===== src/rtl/txrx_arb_pkg.sv =====
// Package: shared types for the transmit/receive DMA request arbiter.
// Assumes exactly two requesting directions; the index of each direction
// in a grant vector is fixed by dir_e and is visible at the top-level port.
package txrx_arb_pkg;

    localparam int unsigned NUM_DIR = 2;

    // Direction index inside request and grant vectors.
    typedef enum logic [0:0] {
        DIR_TX = 1'b0,
        DIR_RX = 1'b1
    } dir_e;

    typedef logic [NUM_DIR-1:0] dir_vec_t;

    localparam dir_vec_t NO_GRANT = '0;

    // One-hot vector for a single direction.
    function automatic dir_vec_t dir_onehot(input dir_e d);
        dir_vec_t v;
        v = '0;
        v[d] = 1'b1;
        return v;
    endfunction

endpackage


===== src/rtl/txrx_arb_prio.sv =====
// Module: txrx_arb_prio
// Purely combinational winner selection between the two directions.
// The preferred direction follows the FIFO enable configuration:
// receive is preferred only when the read FIFO is on and the write FIFO off.
// Assumes the caller uses 'winner' only while the channel is idle.
module txrx_arb_prio
    import txrx_arb_pkg::*;
(
    input  dir_vec_t req,
    input  logic     wr_fifo_en,
    input  logic     rd_fifo_en,
    output dir_vec_t winner,
    output logic     any_req
);

    logic     rx_first;
    dir_vec_t prefer;

    // Decide which direction wins a tie under the current enables.
    always_comb begin
        rx_first        = rd_fifo_en & ~wr_fifo_en;
        prefer          = '0;
        prefer[DIR_TX]  = ~rx_first;
        prefer[DIR_RX]  = rx_first;
    end

    // Each direction wins if it asks and is preferred or unopposed.
    for (genvar i = 0; i < NUM_DIR; i++) begin : g_win
        localparam int unsigned OTHER = NUM_DIR - 1 - i;
        always_comb winner[i] = req[i] & (prefer[i] | ~req[OTHER]);
    end

    // Flag that at least one direction is asking.
    always_comb any_req = |req;

endmodule


===== src/rtl/txrx_arb_hold.sv =====
// Module: txrx_arb_hold
// Grant register. It loads the selected winner when the channel is idle
// and a request is present. It holds the grant unchanged until the done
// strobe, then clears it. Clearing and loading never happen on the same
// edge, so every transfer is followed by at least one idle cycle.
// Assumes 'winner' is one-hot or zero.
module txrx_arb_hold
    import txrx_arb_pkg::*;
(
    input  logic     clk,
    input  logic     rst_n,
    input  dir_vec_t winner,
    input  logic     any_req,
    input  logic     xfer_done,
    output dir_vec_t grant_q
);

    logic busy;

    // Channel is owned whenever any grant bit is held.
    always_comb busy = |grant_q;

    // Load, hold or release the grant on each edge.
    always_ff @(posedge clk) begin
        if (!rst_n) begin
            grant_q <= NO_GRANT;
        end else if (busy) begin
            if (xfer_done) begin
                grant_q <= NO_GRANT;
            end
        end else if (any_req) begin
            grant_q <= winner;
        end
    end

endmodule


===== src/rtl/txrx_dma_arb.sv =====
// Module: txrx_dma_arb (top)
// Shares one DMA transfer channel between transmit and receive requests.
// It does not preempt a running transfer, and its tie-break follows the FIFO
// enables. Assumes requests stay high until granted, and that xfer_done is
// a single-cycle strobe from the data path.
module txrx_dma_arb
    import txrx_arb_pkg::*;
(
    input  logic       clk,
    input  logic       rst_n,
    input  logic       tx_req,
    input  logic       rx_req,
    input  logic       wr_fifo_en,
    input  logic       rd_fifo_en,
    input  logic       xfer_done,
    output logic [1:0] grant
);

    dir_vec_t req_vec;
    dir_vec_t winner;
    logic     any_req;
    dir_vec_t grant_q;

    // Pack the request lines by direction index.
    always_comb begin
        req_vec         = '0;
        req_vec[DIR_TX] = tx_req;
        req_vec[DIR_RX] = rx_req;
    end

    txrx_arb_prio u_prio (
        .req        (req_vec),
        .wr_fifo_en (wr_fifo_en),
        .rd_fifo_en (rd_fifo_en),
        .winner     (winner),
        .any_req    (any_req)
    );

    txrx_arb_hold u_hold (
        .clk       (clk),
        .rst_n     (rst_n),
        .winner    (winner),
        .any_req   (any_req),
        .xfer_done (xfer_done),
        .grant_q   (grant_q)
    );

    // Drive the output grant straight from the register.
    always_comb grant = grant_q;

endmodule


===== config.mk =====
export PLATFORM = sky130hd
export DESIGN_NAME = txrx_dma_arb
export DESIGN_NICKNAME = d
export VERILOG_FILES = /design/src/rtl/txrx_arb_pkg.sv /design/src/rtl/txrx_arb_prio.sv /design/src/rtl/txrx_arb_hold.sv /design/src/rtl/txrx_dma_arb.sv
export SDC_FILE = /design/constraint.sdc
export NUM_CORES = 1
export LEC_CHECK = 0
export ABC_AREA = 1
export BUFFER_PORTS_ARGS = -buffer_cell sky130_fd_sc_hd__buf_4
export CAP_MARGIN = 20
export CORE_AREA = 2 2 39 41
export CTS_BUF_LIST = sky130_fd_sc_hd__clkbuf_4
export DETAILED_ROUTE_END_ITERATION = 6
export DIE_AREA = 0 0 41 43
export GPL_ROUTABILITY_DRIVEN = 0
export HOLD_SLACK_MARGIN = 0.06
export SETUP_SLACK_MARGIN = 0.02
export SLEW_MARGIN = 5
export SYNTH_ARGS = -nofsm -noshare
export SYNTH_HDL_FRONTEND = slang
export SYNTH_SLANG_ARGS = --single-unit
export TNS_END_PERCENT = 1

===== constraint.sdc =====
create_clock -name clk -period 2.4 [get_ports clk]
set_clock_uncertainty 0.15 [all_clocks]
set_input_delay 0.48 -clock clk [delete_from_list [all_inputs] [get_ports clk]]
set_output_delay 0.48 -clock clk [all_outputs]
set_load 0.02 [all_outputs]

# == Word level (Yosys, flattened, before mapping) ==
# Index checks and enable logic that the tools add are counted.
# totals
ff_bits,2
inputBits,7
out_inout_bits,2
wordCells,18
# op_classes
eq_ne,1
muxes,3
bitwise_logic,9
n_reduce_logical,4
# ops
op,n
$mux 2,3
$not 1->1,4
$reduce_or 2->1,2
$and 1x1->1,3
$ne 2x2->1 const B,1
$or 1x1->1,2
$reduce_and 2->1,1
$reduce_bool 2->1,1

# == Logic depth before layout (Yosys ltp) ==
# depth
depth_word,7
mapped_depth,5
ltp_nobuf,5

# == Cells and area by module ==
# From an unflattened synthesis, not the netlist that was laid out.
# unflattened
cells_unflattened,22
area_unflattened_um2,123.9
# modules_own_cells
mod,instances,cells_per_inst,area_per_inst_um2,seq_area_each_um2
txrx_arb_hold,1,11,81.3,40.0
txrx_arb_prio,1,11,42.5,0.0

# == Worst setup path after synthesis ==
# No wires, ideal clock.
# synth_path
kind,register to output
startpoint,reg u_hold.grant_q[1]
endpoint,out grant[1]
arrival_time_ps,456
required_time_ps,1770
setup_slack_ps,1314
stages_incl_launch_ff,1
path_buffers,0
cell_sequence,dfxtp_1
# synth_rtl
element,line_no,source
"start, declared",txrx_arb_hold.sv:15,output dir_vec_t grant_q
"start signal, assigned",txrx_arb_hold.sv:32,grant_q <= winner;
"end, declared",txrx_dma_arb.sv:16,output logic [1:0] grant
# No word-level cell between the ends.

# == Worst setup path in the final report ==
# layout_path
startpoint,reg u_hold.grant_q[1]
endpoint,out grant[1]
# No word-level cell between the ends.

==> results.cfg <==
[status]
status = complete, no violations

[timing]
fin_ws_ns = 1.01
finalCriticalPeriod_ns = 1.39
hold_viol = 0
slew_violations = 0
fmax_mhz = 718
finalSetupViolCount = 0
rsz0062_at_grt = no
slew_headroom = 0.900
finalSetupTns_ns = 0
fin_crit_sh = 0.580
worst_slew_pin_slew_ns = 0.149

[logic_synthesis]
synth_area_leader_cell = dfxtp_1
ys_warn_count = 0
netlist_instances = 20
synth_commonest_cells = 6 x nand2_1, 5 x inv_1, 2 x dfxtp_1, 2 x nand3_1, 2 x nor2_1
synth-seq-cells = 2
yosysSeqAreaShare = 0.344
synth.cell_area_um2 = 116
synth.avg_cell_area_um2 = 5.82
ys.flop_type = dfxtp_1
yosysMostFrequentCell = nand2_1
synth_cell_type_count = 8
synth_edf_count = 0
async_flop_share = 0
synth_nets = 27
synth_area_leaders = dfxtp_1 34%, nand2_1 19%, inv_1 16%
synth.top_cell.area_share = 0.344

[power]
power_w = 0.000140
p_leak_nw = 0.119
p_per_area_nw_per_um2 = 638
peakVddDrop_v = 0.000110

[cells_and_area]
drive_gt1_frac = 0.419
nFillCells = 154
area_growth_pct = 88.2
largest_register_ffs = 2
antennaDiodeCount = 0
nNetsFinal = 40
reg.largest.list = u_hold.grant_q: 2 flops
top_register = u_hold.grant_q
multi_input_area_um2 = 53.8
seqCellArea_um2 = 40.0

[worst_setup_path]
crit_path_start_kind = flip-flop
r2r_slack_ns = 1.51
arrival_ns = 0.76
reg2reg_to = u_hold.grant_q[1]$_SDFFE_PN0P_
reg2reg_from = u_hold.grant_q[0]$_SDFFE_PN0P_
cpLargestDelayFamily = flip-flops
r2r_cells = 5
path_class = flip-flop to output pin
worst-path-max-fanout = 4
cp_num_buf_inv = 1
path_depth = 1
slowest_delay_ns = 0.37
cp-end-kind = output pin
worstPathCellList = buf_4
required_ns = 1.77
critical_path.slowest_cell = dfxtp_1

[clock_tree]
path_clk_slew_ns = 0.03
cts.path.max_buffers = 2
clock_latency_ns = 0.22
cts_tree = built
ctsHoldBuffers = 0
cts_buffers = 3
cts_max_level = 1
root_buffer = clkbuf_4
ctsResizeCount = 0
post-cts-setup-buffers = 0
numClockSinks = 2

[drt]
drc_errors = 0
ant_nets = 0
drt-wirelength-per-cell_um = 6.62
drtIter0Drc = 8
num_vias = 154
drt-total-wl_um = 311
vias_per_cell = 3.28
drt_first_pass_iters = 4

[floorplanning]
core_area_um2 = 1380
core.rowCount = 14
dieHeight_um = 43
io_pins = 9
floorplan.die_area_um2 = 1760
initial_core_util = 0.0841
dieWidth_um = 41

[placed_design]
dp_hpwl_um = 232
port_buffers = 8
dpl_worst_slack_ns = 1.24

[grt]
grt_pass1_vias = 147
grt_usage = 0.0512
antenna_found_initial = 0
grt_pass1_wl_um = 517
grt_remaining_overflow = 0
grt_max_degree = 5

[worst_hold_path]
hold_end = u_hold.grant_q[0]$_SDFFE_PN0P_
hp-class = flip-flop to flip-flop
hold-path-cell-count = 2
worstHoldStart = u_hold.grant_q[0]$_SDFFE_PN0P_

[run]
cap_violations = 0
## logic make-up (layout without fill, tap and decap cells)
kind of cell | after synthesis | count (layout) | share of synthesized area
buffers and inverters | 6 | 17 | 0.194
AND/OR/NAND/NOR | 10 | 10 | 0.344
AO/OA/AOI/OAI | 2 | 2 | 0.118
flip-flops | 2 | 2 | 0.344
## final cells by class
class,count,share of cell area
clock buffers,3,0.103
inverters,6,0.103
multi-input cells,12,0.246
repair buffers,8,0.274
well taps,16,0.0914
flip-flops and latches,2,0.183
## power breakdown
| group | internal [W] | switching, W |
|---|---|---|
| Sequential | 0.0000362 | 0.00000281 |
| Combinational | 0.0000141 | 0.0000126 |
| Clock | 0.0000551 | 0.0000189 |
| Total | 0.000105 | 0.0000343 |
## metal layers
| layer | global-route usage | vias up | routed length [µm] |
|---|---|---|---|
| met2 | 0.0406 | 11 | 91 |
| li1 | - | 80 | - |
| met5 | 0 | - | 0 |
| met1 | 0.0609 | 61 | 148 |
| met3 | 0.0209 | 2 | 52 |
| met4 | 0.100 | 0 | 19 |
## stage by stage
step | util | std cells | hold slack [ns] | instance area, µm²
2_1_floorplan | - | 20 | 0.411 | 116
5_1_grt | 0.158 | 47 | 0.368 | 219
4_1_cts | 0.158 | 47 | 0.349 | 219
3_3_place_gp | 0.142 | 44 | 0.338 | 196
3_5_place_dp | 0.142 | 44 | 0.346 | 196
6_report | 0.158 | 47 | 0.345 | 219
## how the worst max path moves through the flow
stage	end	slack (ns)	startpoint
finish	grant[1]	1.01	u_hold.grant_q[1]$_SDFFE_PN0P_
global route	grant[1]	0.97	u_hold.grant_q[1]$_SDFFE_PN0P_
CTS	grant[1]	1.0	u_hold.grant_q[1]$_SDFFE_PN0P_
detailed placement	grant[1]	1.24	u_hold.grant_q[1]$_SDFFE_PN0P_
global placement	grant[0]	1.26	u_hold.grant_q[0]$_SDFFE_PN0P_
floorplan	grant[1]	1.31	u_hold.grant_q[1]$_SDFFE_PN0P_
## cells in the final DEF, fill, tap and decap left out
master / n
buf_4: 8
nand2_1: 6
inv_1: 5
clkbuf_4: 3
nand3_1: 2
nor2_1: 2
dfxtp_1: 2
a21oi_1: 1
inv_2: 1
a21oi_2: 1
(Power assumes the default switching activity.)
